===== src/rtl/pd_pkg.sv =====
package pd_pkg;

  typedef enum logic [1:0] {
    PD_OFF   = 2'd0,
    PD_ARMED = 2'd1,
    PD_RUN   = 2'd2
  } pd_state_e;

  // Fire mask for one pulse: bit0 = phase A, bit1 = phase B.
  // nxt_b = 1 means phase B is due next.
  function automatic logic [1:0] pd_fire_mask(input logic nxt_b,
                                              input logic swap,
                                              input logic sync_m);
    logic pick_b;
    pick_b = nxt_b ^ swap;
    if (sync_m) return 2'b11;
    return pick_b ? 2'b10 : 2'b01;
  endfunction

  // Counter load value that yields a gap of dead_cyc cycles.
  function automatic int unsigned pd_gap_load(input int unsigned dead_cyc);
    return (dead_cyc > 0) ? dead_cyc - 1 : 0;
  endfunction

endpackage


===== src/rtl/pd_sync.sv =====
module pd_sync #(
  parameter int W      = 1,
  parameter int STAGES = 2
) (
  input  logic         clk,
  input  logic         rst_n,
  input  logic [W-1:0] d,
  output logic [W-1:0] q
);

  logic [STAGES-1:0][W-1:0] ff;

  genvar s;
  generate
    for (s = 0; s < STAGES; s++) begin : g_stage
      if (s == 0) begin : g_first
        always_ff @(posedge clk or negedge rst_n) begin
          if (!rst_n) ff[0] <= '0;
          else        ff[0] <= d;
        end
      end else begin : g_next
        always_ff @(posedge clk or negedge rst_n) begin
          if (!rst_n) ff[s] <= '0;
          else        ff[s] <= ff[s-1];
        end
      end
    end
  endgenerate

  assign q = ff[STAGES-1];

endmodule


===== src/rtl/pd_sequencer.sv =====
module pd_sequencer
  import pd_pkg::*;
(
  input  logic      clk,
  input  logic      rst_n,
  input  logic      pwm_s,
  input  logic      en_s,
  input  logic      mode_s,
  input  logic      swap_req,
  output pd_state_e state,
  output logic [1:0] req_hi,
  output logic      pwm_rise,
  output logic      pwm_fall
);

  logic       pwm_d;
  logic       nxt_b;
  logic [1:0] fire;

  assign pwm_rise = pwm_s & ~pwm_d;
  assign pwm_fall = ~pwm_s & pwm_d;
  assign fire     = pd_fire_mask(nxt_b, swap_req, mode_s);

  always_ff @(posedge clk or negedge rst_n) begin
    if (!rst_n) pwm_d <= 1'b0;
    else        pwm_d <= pwm_s;
  end

  always_ff @(posedge clk or negedge rst_n) begin
    if (!rst_n) begin
      state  <= PD_OFF;
      req_hi <= 2'b00;
      nxt_b  <= 1'b0;
    end else begin
      unique case (state)
        PD_OFF: begin
          req_hi <= 2'b00;
          nxt_b  <= 1'b0;
          if (en_s) state <= PD_ARMED;
        end
        PD_ARMED: begin
          if (!en_s) begin
            state <= PD_OFF;
          end else if (pwm_rise) begin
            state  <= PD_RUN;
            req_hi <= fire;
            if (!mode_s) nxt_b <= fire[0];
          end
        end
        PD_RUN: begin
          if (pwm_rise) begin
            req_hi <= fire;
            if (!mode_s) nxt_b <= fire[0];
          end else if (pwm_fall) begin
            req_hi <= 2'b00;
            if (!en_s) state <= PD_OFF;
          end
        end
        default: state <= PD_OFF;
      endcase
    end
  end

endmodule


===== src/rtl/pd_deadtime.sv =====
module pd_deadtime
  import pd_pkg::*;
#(
  parameter int DEAD_CYC = 4
) (
  input  logic clk,
  input  logic rst_n,
  input  logic hi_req,
  input  logic lo_req,
  output logic hi_on,
  output logic lo_on
);

  localparam int CNT_W = (DEAD_CYC < 2) ? 1 : $clog2(DEAD_CYC);
  localparam logic [CNT_W-1:0] LOAD = CNT_W'(pd_gap_load(DEAD_CYC));

  logic [CNT_W-1:0] gap_cnt;

  always_ff @(posedge clk or negedge rst_n) begin
    if (!rst_n) begin
      hi_on   <= 1'b0;
      lo_on   <= 1'b0;
      gap_cnt <= '0;
    end else if (hi_on && !hi_req) begin
      hi_on   <= 1'b0;
      gap_cnt <= LOAD;
    end else if (lo_on && !lo_req) begin
      lo_on   <= 1'b0;
      gap_cnt <= LOAD;
    end else if (gap_cnt != '0) begin
      gap_cnt <= gap_cnt - 1'b1;
    end else if (hi_req && !lo_on && !hi_on) begin
      hi_on <= 1'b1;
    end else if (lo_req && !hi_on && !lo_on) begin
      lo_on <= 1'b1;
    end
  end

endmodule


===== src/rtl/phase_doubler_ctrl.sv =====
module phase_doubler_ctrl
  import pd_pkg::*;
#(
  parameter int DEAD_CYC = 4
) (
  input  logic clk,
  input  logic rst_n,
  input  logic pwm_in,
  input  logic phase_en,
  input  logic sync_mode,
  input  logic swap_req,
  input  logic phase_hi_a,
  input  logic phase_hi_b,
  output logic pwm_pull_high,
  output logic pwm_release,
  output logic upper_a,
  output logic lower_a,
  output logic lower_oe_a,
  output logic upper_b,
  output logic lower_b,
  output logic lower_oe_b
);

  localparam int NPH = 2;

  logic [2:0] sync_in;
  logic [2:0] sync_out;
  logic       pwm_s;
  logic       en_s;
  logic       mode_s;

  pd_state_e  state;
  logic [1:0] req_hi;
  logic       pwm_rise;
  logic       pwm_fall;
  logic       st_run;
  logic       st_armed;

  logic [NPH-1:0] ph_hi;
  logic [NPH-1:0] hi_req;
  logic [NPH-1:0] lo_req;
  logic [NPH-1:0] hi_on;
  logic [NPH-1:0] lo_on;
  logic [NPH-1:0] oe;

  assign sync_in = {sync_mode, phase_en, pwm_in};

  pd_sync #(.W(3), .STAGES(2)) u_sync (
    .clk   (clk),
    .rst_n (rst_n),
    .d     (sync_in),
    .q     (sync_out)
  );

  assign pwm_s  = sync_out[0];
  assign en_s   = sync_out[1];
  assign mode_s = sync_out[2];

  pd_sequencer u_seq (
    .clk      (clk),
    .rst_n    (rst_n),
    .pwm_s    (pwm_s),
    .en_s     (en_s),
    .mode_s   (mode_s),
    .swap_req (swap_req),
    .state    (state),
    .req_hi   (req_hi),
    .pwm_rise (pwm_rise),
    .pwm_fall (pwm_fall)
  );

  assign st_run   = (state == PD_RUN);
  assign st_armed = (state == PD_ARMED);
  assign ph_hi    = {phase_hi_b, phase_hi_a};

  genvar p;
  generate
    for (p = 0; p < NPH; p++) begin : g_phase
      assign hi_req[p] = st_run & req_hi[p];
      assign lo_req[p] = st_run   ? ~req_hi[p] :
                         st_armed ? (ph_hi[p] & ~pwm_s) : 1'b0;

      pd_deadtime #(.DEAD_CYC(DEAD_CYC)) u_dt (
        .clk    (clk),
        .rst_n  (rst_n),
        .hi_req (hi_req[p]),
        .lo_req (lo_req[p]),
        .hi_on  (hi_on[p]),
        .lo_on  (lo_on[p])
      );

      assign oe[p] = ~st_armed | lo_on[p];
    end
  endgenerate

  assign pwm_pull_high = (state == PD_OFF);
  assign pwm_release   = ~pwm_pull_high;

  assign upper_a    = hi_on[0];
  assign lower_a    = lo_on[0];
  assign lower_oe_a = oe[0];
  assign upper_b    = hi_on[1];
  assign lower_b    = lo_on[1];
  assign lower_oe_b = oe[1];

endmodule


===== config.mk =====
export PLATFORM = sky130hd
export DESIGN_NAME = phase_doubler_ctrl
export DESIGN_NICKNAME = d
export VERILOG_FILES = /design/src/rtl/pd_pkg.sv /design/src/rtl/pd_sync.sv /design/src/rtl/pd_sequencer.sv /design/src/rtl/pd_deadtime.sv /design/src/rtl/phase_doubler_ctrl.sv
export SDC_FILE = /design/constraint.sdc
export NUM_CORES = 1
export LEC_CHECK = 0
export BUFFER_PORTS_ARGS = -buffer_cell sky130_fd_sc_hd__buf_2
export CORE_MARGIN = 4
export CORE_UTILIZATION = 25
export CTS_BUF_LIST = sky130_fd_sc_hd__clkbuf_2
export DETAILED_ROUTE_END_ITERATION = 8
export GPL_ROUTABILITY_DRIVEN = 0
export PLACE_DENSITY_LB_ADDON = 0.12
export SLEW_MARGIN = 5
export SYNTH_ARGS = -nofsm -noshare
export SYNTH_HDL_FRONTEND = slang
export SYNTH_HIERARCHICAL = 1
export SYNTH_SLANG_ARGS = --single-unit

===== constraint.sdc =====
create_clock -name clk -period 2.7 [get_ports clk]
set_input_delay 0.135 -clock clk [delete_from_list [all_inputs] [get_ports clk]]
set_output_delay 0.135 -clock clk [all_outputs]
set_load 0.05 [all_outputs]

## After elaboration in Yosys (flattened, before gate mapping)

Cells that the tools add are included.

| word-level totals | value |
|---|---|
| word-level logic and storage cells | 132 |
| output and inout port bits | 8 |
| register bits | 20 |
| input port bits | 8 |

| cells by class | value |
|---|---|
| equal/unequal tests | 18 |
| multiplexer cells | 46 |
| bitwise gates (word level) | 17 |
| add/subtract/negate cells | 2 |
| reductions and logical operators | 37 |

Operators with widths:

| kind | count |
|---|---|
| 2-to-1 mux 2 bit | 19 |
| 2-to-1 mux 1 bit | 24 |
| inequality test 2 x 1 -> 1 bit (second input constant) | 10 |
| logical AND 1 bit | 12 |
| one-hot mux 2 bit (3 select lines) | 2 |
| AND reduction 4 bit | 3 |
| nonzero test 2 bit | 6 |
| nonzero test 3 bit | 3 |
| zero test 1 bit | 8 |
| inequality test 2 bit (second input constant) | 4 |
| NOT 1 bit | 8 |
| AND 1 bit | 6 |
| inequality test 3 bit (second input constant) | 2 |
| AND reduction 3 bit | 2 |
| AND reduction 5 bit | 1 |
| subtractor 2 x 1 -> 2 bit (second input constant) | 2 |
| one-hot mux 1 bit (3 select lines) | 1 |
| == test 2 x 1 -> 1 bit (second input constant) | 1 |
| == test 2 bit (second input constant) | 1 |
| zero test 2 bit | 1 |
| OR 1 bit | 2 |
| AND reduction 2 bit | 1 |
| XOR 1 bit | 1 |

## Depth between registers and ports, before layout

Gate-level depths: netlist of run 1.

| depth | value |
|---|---|
| depth in word-level cells | 10 |
| depth in mapped cells | 6 |
| mapped depth without buffers | 5 |

## Modules after synthesis

The synthesis of run 1 kept the hierarchy.

By module, submodules not included:

| module | area each (sq um) | times used | sequential area each (sq um) | cells an instance |
|---|---|---|---|---|
| pd_sequencer | 457.9 | 1 | 150.1 | 45 |
| pd_deadtime | 203.9 | 2 | 100.1 | 20 |
| pd_sync | 172.7 | 1 | 150.1 | 9 |
| phase_doubler_ctrl | 77.6 | 1 | 0.0 | 14 |

## Worst setup path before layout of run 1

Ideal clock, no wire load.

| path | value |
|---|---|
| kind | register to register |
| start | register u_seq.state[1] |
| end | register u_seq.req_hi[1] |
| buffers on the path | 0 |
| setup time | 0.128 ns |
| clock period less this slack | 1.565 ns |
| slack | 1.135 ns |
| required time | 2.572 ns |
| arrival time | 1.437 ns |
| stages on the path, launching flop included | 5 |
| cells stage by stage | dfrtp_1 > inv_1 > ha_1 > a221o_1 > mux2_1 |

| between the ends | value |
|---|---|
| cells in the longest elaborated chain, start to end | 3 |
| elaborated cells on any way between the ends | 9 |
| those cells by class | eq/ne: 5; mux: 1; reduce/logical: 3 |

Ends and longest elaborated chain:

| item | line | text |
|---|---|---|
| from (decl) | pd_sequencer.sv:10 | `output pd_state_e state,` |
| from (signal assigned) | pd_sequencer.sv:31 | `state <= PD_OFF;` |
| from (signal assigned) | pd_sequencer.sv:39 | `if (en_s) state <= PD_ARMED;` |
| from (signal assigned) | pd_sequencer.sv:43 | `state <= PD_OFF;` |
| == test 2 bit (tied with other cells) | pd_sequencer.sv:35 | `unique case (state)` |
| inequality test 3 bit (no source line) (tied with other cells) | n/a |  |
| AND reduction 4 bit (no source line) | n/a |  |
| to (signal assigned) | pd_sequencer.sv:46 | `req_hi <= fire;` |
| to (signal assigned) | pd_sequencer.sv:52 | `req_hi <= fire;` |
| to (decl) | pd_sequencer.sv:11 | `output logic [1:0] req_hi,` |

Several ways; a longest one is shown, not always the timed one.
A chain may end at the register's enable or synchronous reset.

## Worst setup path after layout of run 1

Ends and elaborated chain as after synthesis.

==> qor.csv, run 1 <==
stage,metric,value,unit
power_and_ir_drop,power_density,1080,nW/µm²
floorplan,core_area,4320,µm²
cells_and_area,final_cell_mix,"20 x dfrtp_1, 16 x inv_1, 15 x buf_2, 11 x ha_1, 8 x nand2_1",
cts,clkLatencyLatePin,0.32,ns
yosys,syn_inst,108,
route,antenna_left,0,
worst_setup_path,critPathLaunch,u_seq/state[1]$_DFFE_PN0P_,
grt,antenna_found_initial,0,
cts,h-tree-depth,1,
grt,grt_max_degree,21,
timing,hold_viol_final,0,
yosys,synthAdderAreaFrac,12.3,%
cts,cts_tree,built,
power_and_ir_drop,p_comb_share,52.6,%
worst_setup_path,rr_worst_depth,4,
floorplan,die_area,5600,µm²
timing,timing.fmax,576,MHz
worst_setup_path,end_kind,flop,
cts,cts.clk_slew.worst_paths,0.20,ns
yosys,synth.yosys.seq_area_share,44.8,%
yosys,synthMuxAreaShare,3.81,%
grt,grt_remaining_overflow,0,
power_and_ir_drop,intPower,0.803,mW
cts,cts_sinks,20,
cells_and_area,nets,148,
cts,cts_root_buf,clkbuf_2,
yosys,synthXorXnorAreaFrac,2.35,%
route,drt_drc_violations_left,0,
power_and_ir_drop,power.leakage,0.642,nW
yosys,synth-simple-area-share,16.5,%
yosys,synth_compound_area_share,12.8,%
floorplan,die_w,74.8,µm
cts,cts_buffers,3,
power_and_ir_drop,seqPwrFrac,31.9,%
yosys,yosysUniqueCellTypes,31,
grt,grt.total_usage,8.17,%
cts,clock_path_buffers,2,
floorplan,core.rowCount,24,
cells_and_area,drive_gt1_share,16.4,%
cells_and_area,final_common_cell,dfrtp_1,
place,dp_hpwl,1.63,mm
route,wl,2.03,mm
yosys,avgSynthCellArea,10.3,µm²
yosys,netlist_area,1120,µm²
floorplan,start_util,25.8,%
power_and_ir_drop,p_sw_share,43.7,%
worst_setup_path,max_stage_delay,0.55,ns
yosys,syn_nets,127,
run,cap_violations,0,
place,port_buffers,15,
route,avgRoutedWirePerCell,11.3,µm
route,vias_per_cell,4.37,
worst_setup_path,required,2.91,ns
floorplan,die_h,74.8,µm
min_path,min_path_cells,4,
route,vias,787,
timing,slew_violations,0,
worst_setup_path,r2r_start,u_seq/state[1]$_DFFE_PN0P_,
timing,slew_headroom,70.2,%
timing,timing.hold.ws,0.232,ns
floorplan,pin_count,16,
timing,period_minus_slack,1.74,ns
grt,grt_pass1_vias,775,
timing,grt_setup_unrepaired,false,
route,dr.pass1.iters,4,
min_path,min_from,swap_req,
power_and_ir_drop,clkPwrFrac,15.5,%
cts,post_cts_buffers,0,
run_status,status,finished clean,
worst_setup_path,worstPathMaxFanout,10,
cts,cts.repair.resized,0,
worst_setup_path,worstPathArrival,1.95,ns
min_path,min_path_type,in2reg,
timing,worstMarginPinSlew,0.447,ns
cells_and_area,area_growth,18.2,%
cells_and_area,n_fill_cell,472,
power_and_ir_drop,power.switching,0.623,mW
yosys,yosys_register_bits,20,
worst_setup_path,crit_slowest_cell,dfrtp_1,
timing,finClkSkew,0.0165,ns
worst_setup_path,path_class,reg2reg,
timing,finalSetupTns,0,ns
yosys,synth_top_family_by_area,simple AND/OR/NAND/NOR gates,
worst_setup_path,cp-start-kind,flop,
route,drt-initial-drc-count,32,
cells_and_area,insertedDiodeCount,0,
timing,setup_viol,0,
yosys,yosysWarningCount,6,
worst_setup_path,crit_chain,inv_1 -> ha_1 -> a221o_1 -> mux2_1,
timing,post-route-period-util,64.3,%
grt,grt_pass1_wl,3.46,mm
power_and_ir_drop,ir_worst_vdd,0.288,mV
-- synthesized netlist by cell type --
cell type | number | area share [%]
nor2_1 | 2 | 0.67
ha_1 | 11 | 12
buf_4 | 3 | 2.0
o2111ai_1 | 1 | 0.78
nand2b_1 | 6 | 3.4
o21ai_0 | 2 | 0.90
mux2_2 | 1 | 1.0
o311ai_1 | 2 | 1.6
nand3b_1 | 2 | 1.3
dfrtp_1 | 20 | 45
nand2b_2 | 1 | 0.78
or3b_1 | 2 | 1.6
mux2_1 | 1 | 1.0
nor2b_1 | 6 | 3.4
a41oi_1 | 2 | 1.6
o211ai_1 | 3 | 2.0
xor2_1 | 2 | 1.6
nand3_1 | 2 | 0.90
xnor2_1 | 1 | 0.78
o22ai_1 | 2 | 1.1
or2_1 | 2 | 1.1
nand2_1 | 8 | 2.7
mux2i_1 | 2 | 1.8
a221o_1 | 1 | 0.90
a21oi_1 | 1 | 0.45
a21o_1 | 1 | 0.67
o21a_1 | 2 | 1.3
a211oi_1 | 1 | 0.67
or2b_1 | 1 | 0.67
inv_1 | 16 | 5.4
a221oi_1 | 1 | 0.78
-- layout make-up --
type	count	area (µm²)	share of cell area, %
Timing Repair Buffer	19	115	8.73
Clock inverter	1	30.0	2.28
Tap cell	52	65.1	4.93
Multi-Input combinational cell	69	533	40.4
Inverter	16	60.1	4.55
Sequential cell	20	500	38.0
Clock buffer	3	15.0	1.14
-- per-layer routing --
metal	GRT usage, %	vias to the layer above	routed length (µm)
li1	-	400	-
met1	10.3	372	945
met2	13.3	13	965
met3	3.20	2	115
met4	1.78	0	8
met5	0	-	0
-- sequential cells by signal, summed over array words and instances, names as in the netlist --
register,cells
g_phase.u_dt/gap_cnt,4
u_sync/ff,3
u_sync/q,3
g_phase.u_dt/hi_on,2
g_phase.u_dt/lo_on,2
u_seq/req_hi,2
u_seq/state,2
u_seq/nxt_b,1
u_seq/pwm_d,1
-- worst paths after layout --
check                                               endpoint  slack [ns]
max                              u_seq/req_hi[1]$_DFFE_PN0P_        0.96
min                                  u_seq/nxt_b$_DFFE_PN0P_        0.23
max reg2reg                      u_seq/req_hi[1]$_DFFE_PN0P_        0.96
min reg2reg                            u_sync/q[2]$_DFF_PN0_        0.38
max in group asynchronous  g_phase[1].u_dt/lo_on$_DFFE_PN0P_        2.12
min in group asynchronous  g_phase[1].u_dt/hi_on$_DFFE_PN0P_        0.26
-- cell families after synthesis --
logic type	Yosys count
muxes	4
AOI/OAI and AO/OA	19
adders and majority gates	11
and+or+nand+nor	32
buffers and inverters	19
DFF	20
xor gates and xnor gates	3
-- power by group through the flow --
stage                     Combinational (mW)  Clock [mW]  Sequential (mW)
after global placement                 0.729           0            0.459
after detailed placement               0.759           0            0.463
after CTS                              0.765       0.232            0.456
after global routing                   0.835       0.245            0.467
after floorplan                        0.585           0            0.464
final                                  0.750       0.220            0.455
-- critical path: cells and delay by family, from the launching register on --
family,cells,cell delay [ns]
flip-flops,1,0.55
adder cells (fa/ha/maj),1,0.26
AO/OA/AOI/OAI,1,0.38
multiplexers,1,0.32
buffers and inverters,1,0.13
-- what timing repair did --
item	in CTS	in global routing
hold buffers	4	0
setup endpoints to repair	0	0
hold endpoints to repair	23	0
-- metrics by stage --
stage	total power, mW	cell area [µm²]	cells	util, %	setup WS, ns
after CTS	1.45	1320	180	30.5	0.944
after floorplan	1.05	1120	108	-	1.14
after global routing	1.55	1320	180	30.5	0.892
after detailed placement	1.22	1230	172	28.5	0.971
final	1.43	1320	180	30.5	0.964
after global placement	1.19	1230	172	28.5	1.02
Power figures use the tool's default switching activity.
==> inputs of run 2 (changes only) <==
==> constraint.sdc (replaced) <==
create_clock -name clk -period 1.4 [get_ports clk]
set_input_delay 0.07 -clock clk [delete_from_list [all_inputs] [get_ports clk]]
set_output_delay 0.07 -clock clk [all_outputs]
set_load 0.05 [all_outputs]
==> qor.csv, run 2 (synthesis gave the netlist of run 1 again) <==
stage,metric,value,unit
run_status,status,"complete, but fails checks",
run_status,violations,setup timing,
timing,setup_viol,15,
worst_setup_path,end_kind,output pin,
worst_setup_path,rrSetupSlack,-0.15,ns
worst_setup_path,reg2reg_to,g_phase[1].u_dt/lo_on$_DFFE_PN0P_,
run,cap_violations,0,
grt,grt_remaining_overflow,0,
cells_and_area,final_common_cell,dfrtp_1,
power_and_ir_drop,clkPwrFrac,6.8,%
timing,slew_violations,0,
floorplan,die_h,74.8,µm
route,drt-initial-drc-count,18,
power_and_ir_drop,power.leakage,0.766,nW
timing,period_minus_slack,1.60,ns
power_and_ir_drop,seqPwrFrac,24.6,%
floorplan,pin_count,16,
cts,clkLatencyLatePin,0.32,ns
power_and_ir_drop,ir_worst_vdd,0.708,mV
cells_and_area,final_cells,197,
worst_setup_path,worstPathMaxFanout,4,
grt,antenna_found_initial,0,
cells_and_area,regMostFlops,g_phase.u_dt/gap_cnt,
timing,finClkSkew,0.0166,ns
cells_and_area,area_growth,47.8,%
cells_and_area,nets,165,
place,place.detailed.instances,182,
worst_setup_path,cp-start-kind,flop,
timing,finalSetupTns,-1.79,ns
worst_setup_path,path_buf_inv,3,
worst_setup_path,crit_slowest_cell,dfrtp_2,
floorplan,core_area,4320,µm²
timing,slew_headroom,69.1,%
cells_and_area,drive_gt1_share,47.6,%
cells_and_area,n_fill_cell,446,
min_path,hold_path_end,g_phase[1].u_dt/lo_on$_DFFE_PN0P_,
cts,clock_path_buffers,2,
route,avgRoutedWirePerCell,12.7,µm
cts,cts_root_buf,clkbuf_2,
worst_setup_path,path_class,reg2out,
floorplan,die_w,74.8,µm
grt,grt_pass1_vias,898,
power_and_ir_drop,power.switching,1.50,mW
worst_setup_path,worstPathArrival,1.53,ns
floorplan,core.rowCount,24,
worst_setup_path,required,1.33,ns
route,wl,2.50,mm
cts,cts_buffers,3,
grt,grt.total_usage,9.60,%
worst_setup_path,crit_chain,buf_6 -> buf_6 -> or3b_4 -> buf_8,
timing,worst_slack,-0.197,ns
power_and_ir_drop,power_density,2160,nW/µm²
min_path,min_from,phase_hi_b,
power_and_ir_drop,p_comb_share,68.6,%
min_path,min_path_type,in2reg,
worst_setup_path,critical_path.most_common_cell,buf_6,
route,drt_drc_violations_left,0,
power_and_ir_drop,p_sw_share,42.2,%
cts,cts_tree,built,
worst_setup_path,r2r_start,u_seq/state[1]$_DFFE_PN0P_,
route,vias,877,
worst_setup_path,rr_worst_depth,7,
cts,cts.clk_slew.worst_paths,0.20,ns
power_and_ir_drop,intPower,2.06,mW
route,antenna_left,0,
timing,hold_viol_final,0,
cells_and_area,final_cell_mix,"18 x dfrtp_1, 12 x buf_4, 11 x inv_1, 11 x buf_2",
min_path,min_path_cells,5,
grt,grt_pass1_wl,4.09,mm
timing,timing.fmax,626,MHz
route,vias_per_cell,4.45,
worst_setup_path,cp_top_family,flip-flops,
timing,post-route-period-util,114,%
place,port_buffers,15,
timing,grt_setup_unrepaired,true,
floorplan,die_area,5600,µm²
timing,worstMarginPinSlew,0.464,ns
cells_and_area,largest_register_ffs,4,
cts,h-tree-depth,1,
cts,cts_sinks,20,
grt,grt_max_degree,21,
floorplan,start_util,25.8,%
cells_and_area,insertedDiodeCount,0,
route,dr.pass1.iters,2,
worst_setup_path,max_stage_delay,0.45,ns
place,dp_hpwl,1.74,mm
[run 2: cell types whose count changed in the layout (fill, tap and decap cells not counted), sizes merged]
| cell | previous run | this run |
|---|---|---|
| buf | 15 | 32 |
| clkinv | 0 | 1 |
| bufinv | 1 | 0 |
[run 2: power by group through the flow]
stage | Combinational [mW] | Clock (mW) | Sequential (mW)
5_1_grt | 2.65 | 0.297 | 0.901
3_3_place_gp | 1.67 | 0 | 0.869
6_report | 2.44 | 0.242 | 0.874
3_5_place_dp | 1.69 | 0 | 0.879
4_1_cts | 2.09 | 0.266 | 0.869
2_1_floorplan | 1.16 | 0 | 0.906
[run 2: tightest hold or removal path, cell delays in order]
cell      delay, ns
buf_2          0.10
nand2_1        0.10
o22ai_4        0.08
nand2_2        0.06
o311ai_2       0.07
[run 2: area by class of cell]
class,instances,area (µm²),share of cell area (%)
clock buffers,3,15.0,0.910
repair buffers,36,294,17.8
clock inverters,1,3.75,0.228
inverters,16,65.1,3.95
multi-input cells,69,703,42.6
flip-flops and latches,20,503,30.5
well taps,52,65.1,3.95
[run 2: what timing repair did]
| action | CTS | global route |
|---|---|---|
| pin swaps | 6 | 7 |
| resized for setup | 25 | 22 |
| endpoints found under the setup margin | 14 | 15 |
| gates cloned | 0 | 0 |
| hold buffers | 4 | 0 |
| buffers inserted | 2 | 5 |
| hold endpoints to repair | 23 | 0 |
[run 2: how the worst max path moves through the flow]
stage | start | endpoint | slack, ns | cells past startpoint
after floorplan | u_sync/q[0]$_DFF_PN0_ | u_seq/req_hi[1]$_DFFE_PN0P_ | -0.1 | 5
after global placement | u_seq/state[1]$_DFFE_PN0P_ | u_seq/state[0]$_DFFE_PN0P_ | -0.10 | 5
after detailed placement | u_seq/state[1]$_DFFE_PN0P_ | u_seq/state[0]$_DFFE_PN0P_ | -0.12 | 5
after CTS | u_seq/state[1]$_DFFE_PN0P_ | lower_oe_a | -0.23 | 4
after global routing | u_seq/state[1]$_DFFE_PN0P_ | lower_oe_a | -0.27 | 4
final | u_seq/state[1]$_DFFE_PN0P_ | lower_oe_a | -0.20 | 4
[run 2: layer usage]
layer,vias to the layer above,GRT usage [%],share of wire [%],wire length (µm)
met3,4,2.80,3.9,97
met5,-,0,0,0
met2,16,16.9,51,1270
met4,0,1.78,1.3,33
met1,420,11.8,44,1090
li1,437,-,-,-
[run 2: through the flow]
step	util (%)	setup WS, ns	cell area, µm²	hold WS, ns	power, mW
after floorplan	-	-0.0983	1140	-0.226	2.07
after global placement	30.8	-0.101	1330	0.0516	2.54
after detailed placement	30.8	-0.122	1330	0.0662	2.56
after CTS	35.1	-0.233	1520	0.165	3.23
after global routing	38.1	-0.273	1650	0.186	3.85
final	38.1	-0.197	1650	0.186	3.56
==> inputs of run 3 (changes only) <==
--- a/config.mk
+++ b/config.mk
@@ -7,7 +7,7 @@
 export LEC_CHECK = 0
 export BUFFER_PORTS_ARGS = -buffer_cell sky130_fd_sc_hd__buf_2
 export CORE_MARGIN = 4
-export CORE_UTILIZATION = 25
+export CORE_UTILIZATION = 45
 export CTS_BUF_LIST = sky130_fd_sc_hd__clkbuf_2
 export DETAILED_ROUTE_END_ITERATION = 8
 export GPL_ROUTABILITY_DRIVEN = 0
==> qor.csv, run 3 (synthesis gave the netlist of run 1 again) <==
stage,metric,value,unit
timing,setup_viol,11,
min_path,hold_path_end,g_phase[0].u_dt/lo_on$_DFFE_PN0P_,
timing,slew_violations,0,
floorplan,die_w,57.8,µm
cells_and_area,n_fill_cell,173,
worst_setup_path,rr_worst_depth,5,
worst_setup_path,end_kind,output pin,
cells_and_area,nets,166,
worst_setup_path,worstPathArrival,1.48,ns
worst_setup_path,rrSetupSlack,-0.15,ns
route,drt-initial-drc-count,10,
grt,grt_pass1_wl,3.72,mm
grt,antenna_found_initial,0,
floorplan,core_area,2280,µm²
worst_setup_path,worstPathMaxFanout,5,
power_and_ir_drop,seqPwrFrac,26.9,%
cts,clock_path_buffers,2,
worst_setup_path,path_class,reg2out,
timing,hold_viol_final,0,
route,drt_drc_violations_left,0,
cts,cts_buffers,3,
worst_setup_path,crit_slowest_cell,dfrtp_2,
floorplan,die_h,57.8,µm
min_path,min_path_type,in2reg,
power_and_ir_drop,power_density,2110,nW/µm²
power_and_ir_drop,power.leakage,0.744,nW
floorplan,die_area,3340,µm²
min_path,min_from,phase_hi_a,
cts,h-tree-depth,1,
route,vias_per_cell,4.99,
route,wl,2.20,mm
cts,cts_root_buf,clkbuf_2,
grt,grt_max_degree,21,
worst_setup_path,required,1.33,ns
worst_setup_path,r2r_start,u_seq/state[1]$_DFFE_PN0P_,
cts,cts_sinks,20,
floorplan,pin_count,16,
run_status,status,"complete, but fails checks",
timing,period_minus_slack,1.55,ns
route,avgRoutedWirePerCell,12.7,µm
cts,cts_tree,built,
cells_and_area,area_growth,39.9,%
run,cap_violations,0,
power_and_ir_drop,ir_worst_vdd,1.82,mV
cells_and_area,insertedDiodeCount,0,
cts,cts.clk_slew.worst_paths,0.19,ns
cells_and_area,drive_gt1_share,43.2,%
timing,timing.fmax,644,MHz
cells_and_area,final_cell_mix,"18 x dfrtp_1, 15 x buf_4, 12 x inv_1, 11 x buf_2, 8 x nand2_1",
place,port_buffers,15,
power_and_ir_drop,p_comb_share,66.2,%
grt,grt_remaining_overflow,0,
place,dp_hpwl,1.55,mm
timing,post-route-period-util,111,%
cells_and_area,largest_register_ffs,4,
floorplan,core.rowCount,17,
cells_and_area,final_common_cell,dfrtp_1,
power_and_ir_drop,clkPwrFrac,6.9,%
worst_setup_path,reg2reg_to,u_seq/state[0]$_DFFE_PN0P_,
route,dr.pass1.iters,4,
worst_setup_path,max_stage_delay,0.49,ns
grt,grt.total_usage,14.0,%
run_status,violations,setup timing,
route,vias,869,
min_path,min_path_cells,5,
worst_setup_path,cp-start-kind,flop,
timing,slew_headroom,70.9,%
route,antenna_left,0,
timing,worst_slack,-0.153,ns
cts,clkLatencyLatePin,0.32,ns
timing,grt_setup_unrepaired,true,
power_and_ir_drop,power.total,3.29,mW
worst_setup_path,crit_chain,buf_6 -> or3b_4 -> buf_8,
timing,finClkSkew,0.0300,ns
cells_and_area,regMostFlops,g_phase.u_dt/gap_cnt,
power_and_ir_drop,p_sw_share,42.2,%
power_and_ir_drop,intPower,1.90,mW
floorplan,start_util,49.0,%
power_and_ir_drop,power.switching,1.39,mW
timing,worstMarginPinSlew,0.436,ns
grt,grt_pass1_vias,904,
place,dp_slack,-0.115,ns
[run 3: changes by cell type in the layout (fill, tap and decap cells not counted), sizes merged]
| cell | change |
|---|---|
| buf | +1 |
[run 3: through the flow]
step	hold slack (ns)	setup TNS (ns)	instances	cell area (µm²)	utilization (%)
2_1_floorplan	-0.226	-0.158	108	1140	-
3_3_place_gp	0.0400	-0.269	160	1320	57.8
6_report	0.179	-0.927	174	1560	68.6
5_1_grt	0.201	-1.80	174	1560	68.6
4_1_cts	0.138	-0.782	170	1460	64.3
3_5_place_dp	0.0457	-0.460	160	1320	57.8
[run 3: cell type report]
cell class	instances	area (µm²)	area share, %
clock buffer	3	15.0	0.962
sequential	20	503	32.2
multi-input combinational	69	652	41.7
tap	28	35.0	2.24
timing repair buffer	37	290	18.6
clock inverter	1	3.75	0.240
inverter	16	62.6	4.01
[run 3: worst max-delay path by stage]
stage / to / cells past startpoint / slack, ns / startpoint
after detailed placement: u_seq/state[0]$_DFFE_PN0P_ / 5 / -0.11 / u_seq/state[0]$_DFFE_PN0P_
after global routing: u_seq/state[0]$_DFFE_PN0P_ / 5 / -0.22 / u_seq/state[1]$_DFFE_PN0P_
final: lower_oe_b / 3 / -0.15 / u_seq/state[1]$_DFFE_PN0P_
after CTS: lower_oe_b / 3 / -0.14 / u_seq/state[1]$_DFFE_PN0P_
after global placement: u_seq/state[0]$_DFFE_PN0P_ / 5 / -0.07 / u_seq/state[1]$_DFFE_PN0P_
after floorplan: u_seq/req_hi[1]$_DFFE_PN0P_ / 5 / -0.1 / u_sync/q[0]$_DFF_PN0_
[run 3: routing by layer]
| layer | vias up | global-route usage (%) | share of wire, % |
|---|---|---|---|
| li1 | 439 | - | - |
| met1 | 413 | 17.2 | 43 |
| met2 | 15 | 25.3 | 52 |
| met3 | 2 | 2.00 | 3.7 |
| met4 | 0 | 3.97 | 0.73 |
| met5 | - | 0 | 0 |
[run 3: power groups by stage]
stage / Clock (mW) / Sequential, mW / Combinational (mW)
after CTS: 0.236 / 0.866 / 1.94
final: 0.228 / 0.884 / 2.18
after floorplan: 0 / 0.906 / 1.16
after detailed placement: 0 / 0.871 / 1.70
after global routing: 0.263 / 0.906 / 2.37
after global placement: 0 / 0.860 / 1.67
[run 3: critical path: cells and delay by family (launching register included)]
kind	cells	cell delay [ns]
flops	1	0.49
simple gates	1	0.37
buf+inv	2	0.30
[run 3: repair_timing]
item / CTS / global route
hold endpoints to repair: 23 / 0
resized for setup: 19 / 15
pin swaps: 3 / 3
endpoints found under the setup margin: 15 / 15
setup buffers: 2 / 4
hold buffers: 4 / 0
